$ cat config.mk
export PLATFORM = sky130hd
export DESIGN_NAME = remap_bank_mapper
export DESIGN_NICKNAME = d
export VERILOG_FILES = /design/src/rtl/remap_bank_pkg.sv /design/src/rtl/bank_ctrl.sv /design/src/rtl/bank_datapath.sv /design/src/rtl/remap_bank_mapper.sv
export SDC_FILE = /design/constraint.sdc
export NUM_CORES = 1
export LEC_CHECK = 0
export ABC_AREA = 1
export CAP_MARGIN = 20
export CORE_MARGIN = 2
export CORE_UTILIZATION = 27
export CTS_BUF_LIST = sky130_fd_sc_hd__clkbuf_4
export DETAILED_ROUTE_END_ITERATION = 10
export PLACE_DENSITY = 0.89
export SLEW_MARGIN = 20
export SYNTH_ARGS = -nofsm -noshare
export SYNTH_HDL_FRONTEND = slang
export SYNTH_SLANG_ARGS = --single-unit
$ cat constraint.sdc
create_clock -name clk -period 1.35 [get_ports clk]
set_clock_uncertainty 0.1 [all_clocks]
set_input_delay 0.135 -clock clk [delete_from_list [all_inputs] [get_ports clk]]
set_output_delay 0.135 -clock clk [all_outputs]
set_load 0.05 [all_outputs]
$ cat src/rtl/remap_bank_pkg.sv
package remap_bank_pkg;
  localparam int OFF_W = 14;
  localparam int SEL_W = 5;
  localparam int RAM_OFF_W = 13;

  typedef struct packed {
    logic romHit;
    logic upperWin;
    logic bankWr;
    logic ramHit;
    logic ramWr;
  } ctrl_strobe_t;
endpackage

$ cat src/rtl/bank_ctrl.sv
module bank_ctrl
  import remap_bank_pkg::*;
#(
  parameter bit RAM_PRESENT = 1'b1
) (
  input  logic [15:0]  cpuAddr,
  input  logic         cpuWrEn,
  output ctrl_strobe_t strobe
);
  logic romSpace;
  logic ramSpace;

  always_comb begin
    romSpace = (cpuAddr[15] == 1'b0);
    ramSpace = (cpuAddr[15:13] == 3'b101);
    strobe.romHit   = romSpace;
    strobe.upperWin = romSpace && cpuAddr[14];
    strobe.bankWr   = cpuWrEn && romSpace && (cpuAddr[14:13] == 2'b01);
    strobe.ramHit   = ramSpace;
    strobe.ramWr    = cpuWrEn && ramSpace && RAM_PRESENT;
  end
endmodule

$ cat src/rtl/bank_datapath.sv
module bank_datapath
  import remap_bank_pkg::*;
#(
  parameter int ROM_BANKS   = 16,
  parameter bit RAM_PRESENT = 1'b1,
  localparam int BANK_W     = $clog2(ROM_BANKS),
  localparam int ROM_ADDR_W = BANK_W + OFF_W
) (
  input  logic                  clk,
  input  logic                  rstN,
  input  ctrl_strobe_t          strobe,
  input  logic [OFF_W-1:0]      cpuOff,
  input  logic [7:0]            cpuWrData,
  input  logic [7:0]            romRdData,
  input  logic [7:0]            ramRdData,
  output logic [ROM_ADDR_W-1:0] romAddr,
  output logic [RAM_OFF_W-1:0]  ramAddr,
  output logic [7:0]            ramWrData,
  output logic [7:0]            rdData,
  output logic [SEL_W-1:0]      bankCur
);
  logic [SEL_W-1:0]  rawSel;
  logic [SEL_W-1:0]  nextBank;
  logic [SEL_W-1:0]  bankQ;
  logic [BANK_W-1:0] physBank;

  always_comb begin
    rawSel = cpuWrData[SEL_W-1:0];
    if (rawSel == '0)
      nextBank = SEL_W'(1);
    else if (rawSel > SEL_W'(15))
      nextBank = rawSel - SEL_W'(8);
    else
      nextBank = rawSel;
  end

  always_ff @(posedge clk or negedge rstN) begin
    if (!rstN)
      bankQ <= SEL_W'(1);
    else if (strobe.bankWr)
      bankQ <= nextBank;
  end

  generate
    if (BANK_W <= SEL_W) begin : g_narrowRom
      assign physBank = bankQ[BANK_W-1:0];
    end else begin : g_wideRom
      assign physBank = {{(BANK_W-SEL_W){1'b0}}, bankQ};
    end
  endgenerate

  always_comb begin
    if (strobe.upperWin)
      romAddr = {physBank, cpuOff};
    else
      romAddr = {{BANK_W{1'b0}}, cpuOff};
  end

  assign ramAddr   = cpuOff[RAM_OFF_W-1:0];
  assign ramWrData = cpuWrData;
  assign bankCur   = bankQ;

  always_comb begin
    if (strobe.romHit)
      rdData = romRdData;
    else if (strobe.ramHit && RAM_PRESENT)
      rdData = ramRdData;
    else
      rdData = 8'hFF;
  end
endmodule

$ cat src/rtl/remap_bank_mapper.sv
module remap_bank_mapper
  import remap_bank_pkg::*;
#(
  parameter int ROM_BANKS   = 16,
  parameter bit RAM_PRESENT = 1'b1,
  localparam int ROM_ADDR_W = $clog2(ROM_BANKS) + OFF_W
) (
  input  logic                  clk,
  input  logic                  rstN,
  input  logic [15:0]           cpuAddr,
  input  logic [7:0]            cpuWrData,
  input  logic                  cpuWrEn,
  input  logic [7:0]            romRdData,
  input  logic [7:0]            ramRdData,
  output logic [ROM_ADDR_W-1:0] romAddr,
  output logic                  romSel,
  output logic                  ramSel,
  output logic [12:0]           ramAddr,
  output logic                  ramWe,
  output logic [7:0]            ramWrData,
  output logic [7:0]            rdData
);
  ctrl_strobe_t     strobe;
  logic [SEL_W-1:0] bankCur;

  bank_ctrl #(.RAM_PRESENT(RAM_PRESENT)) ctrl (
    .cpuAddr (cpuAddr),
    .cpuWrEn (cpuWrEn),
    .strobe  (strobe)
  );

  bank_datapath #(.ROM_BANKS(ROM_BANKS), .RAM_PRESENT(RAM_PRESENT)) dp (
    .clk       (clk),
    .rstN      (rstN),
    .strobe    (strobe),
    .cpuOff    (cpuAddr[OFF_W-1:0]),
    .cpuWrData (cpuWrData),
    .romRdData (romRdData),
    .ramRdData (ramRdData),
    .romAddr   (romAddr),
    .ramAddr   (ramAddr),
    .ramWrData (ramWrData),
    .rdData    (rdData),
    .bankCur   (bankCur)
  );

  assign romSel = strobe.romHit;
  assign ramSel = strobe.ramHit;
  assign ramWe  = strobe.ramWr;
endmodule

== Word level (Yosys, flattened, before mapping) ==
Cells that the tools add are included.
Cells by class
  divide/modulo/power cells: 0
  multiplexer cells: 5
  equal/unequal tests: 2
  shift operators: 0
  $add $sub $neg: 1
  reduce and logical (&&, ||, !) cells: 5
  order comparisons: 1
  bitwise logic cells: 1
  multiply operators: 0
Operators by type and width (count)
  $mux W18: 1
  $mux W8: 2
  $mux W4: 2
  $gt A5 B4 Y1 const B: 1
  $logic_not A5 Y1: 1
  $logic_and A1 B1 Y1: 4
  $sub A4 B4 Y4 const B: 1
  $eq A3 B3 Y1 const B: 1
  $eq A2 B1 Y1 const B: 1
  $not A1 Y1: 1
Word-level totals
  bits in read-only memories: 0
  bits in latches: 0
  memories: 0
  RAM bits: 0
  flip-flop bits (word level): 4

== Depth between registers and ports, before layout ==
  depth in word-level cells: 3
  mapped depth: 7

== Hierarchy ==
Synthesis repeated with hierarchy kept, for this count alone.
Second synthesis, totals
  cell total of the unflattened synthesis: 116
  area, all modules: 714.4 um^2
Modules (own cells, without submodules)
  bank_datapath: area each 663.1 um^2, cells each 106, instances 1
  bank_ctrl: area each 51.3 um^2, cells each 10, instances 1

== Least setup slack after synthesis ==
Ideal clock, no wire load.
  kind: reg2out
  start: register dp.bankQ[0] (netlist: dp.bankCur[0])
  end: output romAddr[14]
  path buffers: 0
  arrival: 1196 ps
  stages on the path, launching flop included: 3
  data required time: 1115 ps
  setup slack: -81 ps
  path through: dfstp_2 > inv_1 > nor2_1
Between the ends
  longest elaborated chain between the ends: 1
Ends and longest elaborated chain
  from (decl): RTL line bank_datapath.sv:24  | logic [SEL_W-1:0] bankQ;
  from (signal assigned): RTL line bank_datapath.sv:41  | bankQ <= nextBank;
  $mux W18: RTL line bank_datapath.sv:53  | if (strobe.upperWin)
  to (decl): RTL line remap_bank_mapper.sv:15  | output logic [ROM_ADDR_W-1:0] romAddr,
Every way passes these cells.

== Worst setup path after layout ==
Ends and elaborated chain as after synthesis.

==> results.cfg <==
[status]
status = complete, no violations

[setup_path]
worst-setup-path-type = register to output port
cp_slowest_cell = dfstp_2
arrival_ns = 1.08
critPathLaunchType = register
cp-end-kind = output port
r2r_end = dp.bankCur[0]$_DFFE_PN1P_
path_max_fanout = 2
r2r_slack_ns = 0.53
ff2ff_path_depth = 2
required_ns = 1.12
crit_buf_inv = 2
reg2reg_from = dp.bankCur[0]$_DFFE_PN1P_
crit_path_cell_trace = inv_2 -> nor2_4 -> buf_12
path_delay_family = flip-flops
cpPeakStageDelay_ns = 0.53

[global_route]
grt_pass1_vias = 733
grt.overflow.total = 0
grt_max_degree = 6
grt_util_all_layers = 0.1593
grt_antenna_before_repair = 0
grt_pass1_wl_um = 3229

[pwr]
powerDensity_mw_per_mm2 = 690.5
total_leakage_power_nw = 0.6029
fin_total_pwr_mw = 0.8976
ir_drop_uv = 290.2

[synthesis]
avgSynthCellArea_um2 = 6.376
ys_seq_elements = 4
async_reset_ff_frac = 1.000
ys_seq_area_frac = 0.1528
synth_edf_count = 0
yosysTopAreaCellShare = 0.3962
synth_cell_type_count = 12
yosysWarnings = 0
ys.flop_type = dfrtp_1
synth_cells = 104
synthesis.area_um2 = 663.1
syn-num-nets = 147
synth_top_area_cell = buf_4
synth.area.top_cells = buf_4 (40%), nor2_1 (18%), dfrtp_1 (11%)
synth.most_common_cell = buf_4
synth_common_cells = buf_4 (35), nor2_1 (31), nand2_1 (16)

[min_path]
hp-start = cpuWrData[6]
min_path_type = input port to output port
hold_depth = 0
holdPathEnd = ramWrData[6]

[timing]
min_period_ns = 1.315
worst_slew_pin_slew_ns = 0.2337
fmax_ghz = 0.7602
drv_slew = 0
slew_headroom = 0.8438
setup_viol = 0
setup_ws_ns = 0.03464
finalCritPeriodShare = 0.9743
setup-tns-final_ns = 0
finalHoldViolations = 0

[detailed_routing]
drt_wl_total_um = 1928
routedWlPerCell_um = 12.28
vias = 641
drt-initial-drc-count = 7
first_pass_iters = 4
vias_per_cell = 4.083
drc_errors = 0
ant_nets = 0

[layout]
diodes = 0
stdcell_count = 157
area_growth_pct = 96.04
nNetsFinal = 173
drive_above_1_share = 0.5194
n_fill_cell = 182
final_cell_area_mm2 = 0.001300
largest_register_ffs = 4

[cts]
clkLatencyLatePin_ns = 0.25
cts_inserted_buffers = 3
cts-root-buf = clkbuf_4
cts_sinks = 4
cts_tree = yes
clockBufferDepth = 2
cts_max_level = 1
cts.clk_slew.worst_paths_ns = 0.04

[placement]
detailed_place_hpwl_um = 1562
post_dp_cell_area_mm2 = 0.001152
gp_congestion = 0.7540
place_ws_ns = -0.1920
dp_cells = 149
io_buffers = 47

[die]
io_pins = 93
die_w_um = 53.56
start_util = 0.2914
die_y_um = 53.56
die-area_mm2 = 0.002869
rows = 17
core-area_mm2 = 0.002276

[job]
maxCapViolCount = 0
[cell usage in the layout, fill, tap and decap left out]
cell and n:
inv_1 7, clkdlybuf4s50_1 23, nand2_8 1, dfstp_2 1, nand2_2 1, nor2_4 7
nand2_1 15, inv_6 1, nor2_2 16, buf_6 1, dlygate4sd3_1 1, nand2_4 3
clkbuf_4 4, nor2_1 10, buf_4 6, clkbuf_2 1, xor2_1 1, dfrtp_1 3
buf_2 1, inv_2 3, buf_12 21, dlygate4sd2_1 1, clkdlybuf4s15_1 1
[worst max path at each step]
stage	end	slack, ns	cells after the start	from
2_1_floorplan	romAddr[15]	-0.05	4	cpuAddr[15]
3_3_place_gp	rdData[6]	-0.12	6	cpuAddr[14]
3_5_place_dp	rdData[7]	-0.19	6	cpuAddr[15]
4_1_cts	romAddr[14]	0.01	3	dp.bankCur[0]$_DFFE_PN1P_
5_1_grt	rdData[1]	-0.01	7	cpuAddr[13]
6_report	romAddr[14]	0.03	3	dp.bankCur[0]$_DFFE_PN1P_
[logic make-up after synthesis]
| logic type | share of synthesized area |
|---|---|
| xor gates and xnor gates | 0.01321 |
| buffers and inverters | 0.4830 |
| DFF | 0.1528 |
| and+or+nand+nor | 0.3509 |
[per-stage QoR]
step | utilization | hold slack, ns
2_1_floorplan | - | -0.2606
3_3_place_gp | 0.5063 | 0.1703
3_5_place_dp | 0.5063 | 0.1703
4_1_cts | 0.5646 | 0.1703
5_1_grt | 0.5712 | 0.1701
6_report | 0.5712 | 0.1700
[area by class of cell]
class | count | area [um2] | share of cell area
clock buffers | 4 | 30.03 | 0.02310
flip-flops and latches | 4 | 101.3 | 0.07796
inverters | 11 | 46.29 | 0.03561
well taps | 28 | 35.03 | 0.02695
repair buffers | 56 | 745.7 | 0.5736
multi-input cells | 54 | 341.6 | 0.2628
[power breakdown]
group / internal, mW / leakage [nW] / switching [mW]
Clock: 0.132 / 0.0184 / 0.0668
Combinational: 0.261 / 0.536 / 0.276
Sequential: 0.148 / 0.0482 / 0.0137
[routing by layer]
layer / routed length [um] / vias up / global-route usage
li1: - / 317 / -
met1: 659 / 293 / 0.1622
met5: 0 / - / 0
met2: 1111 / 20 / 0.3004
met4: 61 / 0 / 0.1111
met3: 96 / 11 / 0.01667
[timing repair]
action,4_1_cts,5_1_grt
pin swaps,7,3
cloned,2,0
setup buffers,0,1
hold buffers,1,0
gates resized for setup,29,6
endpoints found under the hold margin,3,0
setup endpoints to repair,14,8
(Power assumes the default switching activity.)
